--- src/rtl/pic_regfront_pkg.sv ---
package pic_regfront_pkg;
  // bit that turns an even-port write into set-up word 1
  localparam int unsigned START_BIT = 4;
  // bit that separates routine from diagnostic commands
  localparam int unsigned KIND_BIT  = 3;
  // number of set-up words
  localparam int unsigned NUM_ICW   = 4;

  typedef enum logic [1:0] {
    ST_RUN  = 2'd0,
    ST_W2   = 2'd1,
    ST_W3   = 2'd2,
    ST_W4   = 2'd3
  } seq_state_e;
endpackage

--- src/rtl/pic_rst_sync.sv ---
module pic_rst_sync #(
  parameter int unsigned STAGES = 2
) (
  input  logic clk,
  input  logic rst_n,
  output logic rst_sync_n
);
  logic [STAGES-1:0] sync_q;

  always_ff @(posedge clk or negedge rst_n) begin
    if (!rst_n) begin
      sync_q <= '0;
    end else begin
      sync_q <= {sync_q[STAGES-2:0], 1'b1};
    end
  end

  assign rst_sync_n = sync_q[STAGES-1];
endmodule

--- src/rtl/pic_seq_fsm.sv ---
module pic_seq_fsm
  import pic_regfront_pkg::*;
(
  input  logic               clk,
  input  logic               rst_n,
  input  logic               start_wr,
  input  logic               odd_wr,
  output logic               init_active,
  output logic [NUM_ICW-1:0] icw_ld
);
  seq_state_e state_q, state_d;

  always_comb begin
    state_d = state_q;
    if (start_wr) begin
      state_d = ST_W2;
    end else if (odd_wr) begin
      unique case (state_q)
        ST_W2:   state_d = ST_W3;
        ST_W3:   state_d = ST_W4;
        ST_W4:   state_d = ST_RUN;
        default: state_d = state_q;
      endcase
    end
  end

  always_ff @(posedge clk or negedge rst_n) begin
    if (!rst_n) begin
      state_q <= ST_RUN;
    end else begin
      state_q <= state_d;
    end
  end

  assign init_active = (state_q != ST_RUN);

  always_comb begin
    icw_ld    = '0;
    icw_ld[0] = start_wr;
    if (odd_wr && !start_wr) begin
      icw_ld[1] = (state_q == ST_W2);
      icw_ld[2] = (state_q == ST_W3);
      icw_ld[3] = (state_q == ST_W4);
    end
  end
endmodule

--- src/rtl/pic_regbank.sv ---
module pic_regbank
  import pic_regfront_pkg::*;
#(
  parameter int unsigned DW = 8
) (
  input  logic                       clk,
  input  logic                       rst_n,
  input  logic [DW-1:0]              wdata,
  input  logic [NUM_ICW-1:0]         icw_ld,
  input  logic                       mask_ld,
  input  logic                       cmd_ld,
  input  logic                       diag_ld,
  output logic [NUM_ICW-1:0][DW-1:0] icw_q,
  output logic [DW-1:0]              mask_q,
  output logic                       cmd_stb,
  output logic [DW-1:0]              cmd_byte,
  output logic [DW-1:0]              diag_byte,
  output logic                       sel_serv
);
  logic sel_serv_d;

  for (genvar i = 0; i < NUM_ICW; i++) begin : g_icw
    always_ff @(posedge clk or negedge rst_n) begin
      if (!rst_n) begin
        icw_q[i] <= '0;
      end else if (icw_ld[i]) begin
        icw_q[i] <= wdata;
      end
    end
  end

  always_ff @(posedge clk or negedge rst_n) begin
    if (!rst_n) begin
      mask_q <= '0;
    end else if (mask_ld) begin
      mask_q <= wdata;
    end
  end

  always_ff @(posedge clk or negedge rst_n) begin
    if (!rst_n) begin
      cmd_stb  <= 1'b0;
      cmd_byte <= '0;
    end else begin
      cmd_stb <= cmd_ld;
      if (cmd_ld) begin
        cmd_byte <= wdata;
      end
    end
  end

  always_comb begin
    sel_serv_d = sel_serv;
    if (diag_ld && wdata[1]) begin
      sel_serv_d = wdata[0];
    end
  end

  always_ff @(posedge clk or negedge rst_n) begin
    if (!rst_n) begin
      diag_byte <= '0;
      sel_serv  <= 1'b0;
    end else begin
      sel_serv <= sel_serv_d;
      if (diag_ld) begin
        diag_byte <= wdata;
      end
    end
  end
endmodule

--- src/rtl/pic_rdmux.sv ---
module pic_rdmux #(
  parameter int unsigned DW = 8
) (
  input  logic          rd_en,
  input  logic          addr0,
  input  logic          init_active,
  input  logic          sel_serv,
  input  logic [DW-1:0] mask_q,
  input  logic [DW-1:0] pend_vec,
  input  logic [DW-1:0] serv_vec,
  output logic [DW-1:0] rdata
);
  always_comb begin
    rdata = '0;
    if (rd_en) begin
      if (addr0) begin
        rdata = init_active ? '0 : mask_q;
      end else begin
        rdata = sel_serv ? serv_vec : pend_vec;
      end
    end
  end
endmodule

--- src/rtl/pic_regfront.sv ---
module pic_regfront
  import pic_regfront_pkg::*;
#(
  parameter int unsigned DW = 8
) (
  input  logic          clk,
  input  logic          rst_n,
  input  logic          wr_en,
  input  logic          rd_en,
  input  logic          addr0,
  input  logic [DW-1:0] wdata,
  input  logic [DW-1:0] pend_vec,
  input  logic [DW-1:0] serv_vec,
  output logic [DW-1:0] rdata,
  output logic          init_active,
  output logic [DW-1:0] icw1_q,
  output logic [DW-1:0] icw2_q,
  output logic [DW-1:0] icw3_q,
  output logic [DW-1:0] icw4_q,
  output logic [DW-1:0] mask_q,
  output logic          cmd_stb,
  output logic [DW-1:0] cmd_byte,
  output logic [DW-1:0] diag_byte
);
  logic                       rst_sync_n;
  logic                       even_wr;
  logic                       odd_wr;
  logic                       start_wr;
  logic                       mask_ld;
  logic                       cmd_ld;
  logic                       diag_ld;
  logic                       sel_serv;
  logic [NUM_ICW-1:0]         icw_ld;
  logic [NUM_ICW-1:0][DW-1:0] icw_q;

  pic_rst_sync #(.STAGES(2)) u_rst (
    .clk        (clk),
    .rst_n      (rst_n),
    .rst_sync_n (rst_sync_n)
  );

  // port decode
  assign even_wr  = wr_en && !addr0;
  assign odd_wr   = wr_en && addr0;
  assign start_wr = even_wr && wdata[START_BIT];
  assign mask_ld  = odd_wr && !init_active;
  assign cmd_ld   = even_wr && !wdata[START_BIT] && !wdata[KIND_BIT] && !init_active;
  assign diag_ld  = even_wr && !wdata[START_BIT] &&  wdata[KIND_BIT] && !init_active;

  pic_seq_fsm u_fsm (
    .clk         (clk),
    .rst_n       (rst_sync_n),
    .start_wr    (start_wr),
    .odd_wr      (odd_wr),
    .init_active (init_active),
    .icw_ld      (icw_ld)
  );

  pic_regbank #(.DW(DW)) u_bank (
    .clk       (clk),
    .rst_n     (rst_sync_n),
    .wdata     (wdata),
    .icw_ld    (icw_ld),
    .mask_ld   (mask_ld),
    .cmd_ld    (cmd_ld),
    .diag_ld   (diag_ld),
    .icw_q     (icw_q),
    .mask_q    (mask_q),
    .cmd_stb   (cmd_stb),
    .cmd_byte  (cmd_byte),
    .diag_byte (diag_byte),
    .sel_serv  (sel_serv)
  );

  pic_rdmux #(.DW(DW)) u_rd (
    .rd_en       (rd_en),
    .addr0       (addr0),
    .init_active (init_active),
    .sel_serv    (sel_serv),
    .mask_q      (mask_q),
    .pend_vec    (pend_vec),
    .serv_vec    (serv_vec),
    .rdata       (rdata)
  );

  assign icw1_q = icw_q[0];
  assign icw2_q = icw_q[1];
  assign icw3_q = icw_q[2];
  assign icw4_q = icw_q[3];
endmodule

--- config.mk ---
export PLATFORM = sky130hd
export DESIGN_NAME = pic_regfront
export DESIGN_NICKNAME = d
export VERILOG_FILES = /design/src/rtl/pic_regfront_pkg.sv /design/src/rtl/pic_rst_sync.sv /design/src/rtl/pic_seq_fsm.sv /design/src/rtl/pic_regbank.sv /design/src/rtl/pic_rdmux.sv /design/src/rtl/pic_regfront.sv
export SDC_FILE = /design/constraint.sdc
export NUM_CORES = 1
export LEC_CHECK = 0
export BUFFER_PORTS_ARGS = -buffer_cell sky130_fd_sc_hd__buf_2
export CORE_UTILIZATION = 48
export CTS_BUF_LIST = sky130_fd_sc_hd__clkbuf_16
export CTS_CLUSTER_SIZE = 28
export DETAILED_ROUTE_END_ITERATION = 6
export PLACE_DENSITY = 0.78
export REMOVE_ABC_BUFFERS = 1
export SLEW_MARGIN = 20
export SYNTH_ARGS = -nofsm -noshare
export SYNTH_HDL_FRONTEND = slang
export SYNTH_SLANG_ARGS = --single-unit
--- constraint.sdc ---
create_clock -name clk -period 2.9 [get_ports clk]
set_clock_uncertainty 0.05 [all_clocks]
set_input_delay 0.435 -clock clk [delete_from_list [all_inputs] [get_ports clk]]
set_output_delay 0.435 -clock clk [all_outputs]
set_load 0.05 [all_outputs]
==> results_dict.tcl <==
set metrics [dict create \
    rr_worst_depth 5 \
    area_growth_pct 31.12 \
    crit_type "reg2out" \
    diodes 0 \
    dp.cells 341 \
    cp_data_arrival_time_ps 1820 \
    overflow 0 \
    cts_buffer_depth 2 \
    setup_tns_ps 0 \
    worstHoldPathType "reg2async" \
    synthesis.area_um2 2618 \
    r2r-end "u_bank.cmd_byte[0]$_DFFE_PN0P_" \
    die_w_um 75.85 \
    place_congestion 0.7223 \
    avgSynthCellArea_um2 14.30 \
    drv_slew 0 \
    final_area_um2 3432 \
    cts.sinks 62 \
    grt_pass1_wl_mm 8.286 \
    setup_viol_count_final 0 \
    vias 1813 \
    critPathCaptureType "primary output" \
    initial_core_util_pct 50.60 \
    cts.clk_slew.worst_paths_ps 50 \
    synthDistinctLibCells 25 \
    die_h_um 75.85 \
    period_share_pct 79.61 \
    worstReg2RegStart "u_fsm.state_q[0]$_DFFE_PN0P_" \
    cts_setup_buffers 0 \
    synth_top_family_by_area "multiplexers" \
    synth_xor_xnor_area_share_pct 0 \
    avgRoutedWirePerCell_um 15.35 \
    synth_adder_area_share_pct 1.912 \
    synth-simple-area-share_pct 7.696 \
    grt_usage_pct 20.41 \
    nNetsFinal 316 \
    required_ps 2410 \
    instances_no_fill 358 \
    yosysWarnings 0 \
    numPortBuffers 94 \
    h-tree-depth 3 \
    relSlewSlack_pct 58.49 \
    drive_gt1_share_pct 55.90 \
    rows 26 \
    antenna_found_initial 0 \
    ys_ff_latch 62 \
    final_cell_mix "94 x buf_2, 61 x dfrtp_1, 45 x mux2_2" \
    ios 95 \
    drtIter0Drc 102 \
    clock_latency_ps 320 \
    fmax_mhz 433.1 \
    worst-path-max-fanout 11 \
    routed_wirelength_mm 5.494 \
    dpl.hpwl_mm 3.861 \
    cts-resized-gates 0 \
    drcViolationCount 0 \
    rsz0062_at_grt "no" \
    start_kind "flop" \
    yosysSeqAreaShare_pct 59.27 \
    firstDrtPassIters 5 \
    grt_max_degree 52 \
    hold_violations 0 \
    synth_mux_area_share_pct 26.24 \
    synth-compound-area-share_pct 2.677 \
    layout_commonest_cell "buf_2" \
    viasPerCell 5.064 \
    root_buffer "clkbuf_16" \
    drv_cap 0 \
    core-area_um2 5172 \
    synth_cells 183 \
    period_needed_ps 2309 \
    placed_area_um2 3142 \
    worst_pin_slew_ps 622.6 \
    cts_buffers 9 \
    outcome "completed" \
    rrSetupSlack_ps 830 \
    utilization_pct 66.35 \
    grt_pass1_vias 1665 \
    cts_tree "built" \
    ant_nets 0 \
    dieArea_um2 5752 \
]
==> cells in the mapped netlist (all sizes together) <==
cell | number | area share (%)
conb | 1 | 0.14
o21ai | 10 | 1.9
dfrtp | 62 | 59
o211ai | 1 | 0.29
a21oi | 1 | 0.19
nand2b | 3 | 0.72
mux2i | 9 | 3.4
nor2b | 3 | 1.0
and2 | 9 | 2.2
buf | 6 | 1.5
inv | 3 | 0.43
nand3 | 12 | 2.3
clkbuf | 1 | 0.14
and3 | 1 | 0.24
nand3b | 1 | 0.29
mux2 | 51 | 23
a21o | 1 | 0.29
and4bb | 1 | 0.48
ha | 4 | 1.9
nand2 | 3 | 0.53
==> per-layer routing <==
layer | track usage [%] | vias up | routed length, um
met3 | 5.688 | 10 | 389
li1 | - | 854 | -
met4 | 10.29 | 0 | 93
met5 | 0 | - | 0
met2 | 31.76 | 73 | 2545
met1 | 26.35 | 876 | 2465
==> final cells by class <==
type	instances	area, um^2
Clock buffer	9	225.2
Clock inverter	7	55.05
Fill cell	403	1740
Inverter	3	11.26
Multi-Input combinational cell	111	1012
Sequential cell	62	1553
Tap cell	70	87.58
Timing Repair Buffer	96	488.0
==> flip-flops by register name (all words and copies together), names as in the netlist <==
register / flops
u_bank.mask_q: 8
u_fsm.state_q: 2
u_bank.diag_byte: 8
u_rst.sync_q: 2
u_bank.cmd_byte: 8
u_bank.sel_serv: 1
u_bank.cmd_stb: 1
u_bank.icw_q: 32
==> worst max path at each step <==
stage,from,end,slack (ps),depth (start not counted)
2_1_floorplan,u_rst.sync_q[1]$_DFF_PN0_,u_bank.cmd_byte[0]$_DFFE_PN0P_,1000,0
3_3_place_gp,u_fsm.state_q[1]$_DFFE_PN0P_,u_bank.cmd_byte[6]$_DFFE_PN0P_,920,5
3_5_place_dp,u_fsm.state_q[0]$_DFFE_PN0P_,u_bank.cmd_byte[0]$_DFFE_PN0P_,810,5
4_1_cts,u_fsm.state_q[0]$_DFFE_PN0P_,rdata[1],590,6
5_1_grt,u_fsm.state_q[0]$_DFFE_PN0P_,rdata[2],440,6
6_report,u_fsm.state_q[0]$_DFFE_PN0P_,rdata[1],590,6
==> logic make-up (layout without fill, tap and decap cells) <==
group	Yosys count	in the layout
and+or+nand+nor	33	33
adders and majority gates	4	4
other	1	1
muxes	60	60
buffers and inverters	10	115
AOI/OAI and AO/OA	13	13
DFF	62	62
==> through the flow <==
step	hold slack (ps)	worst slack, ps
CTS	70.26	585.4
detailed placement	65.12	814.6
finish	60.43	591.2
floorplan	89.41	995.9
global route	84.22	444.6
global placement	63.41	918.5
==> repair_timing <==
| item | CTS | global route |
|---|---|---|
| endpoints found under the setup margin | 0 | 0 |
| hold buffers | 1 | 0 |
| hold endpoints to repair | 2 | 0 |
==> worst max-delay path, cell delays in order, from the launching register on <==
cell,delay [ps]
dfrtp_1,410
inv_1,110
ha_1,380
nand3_1,110
o21ai_0,100
and2_1,140
buf_2,250
Power is left out: the tool's default activity adds up to more than one toggle a clock period on the data nets, which glitch-free logic cannot reach.
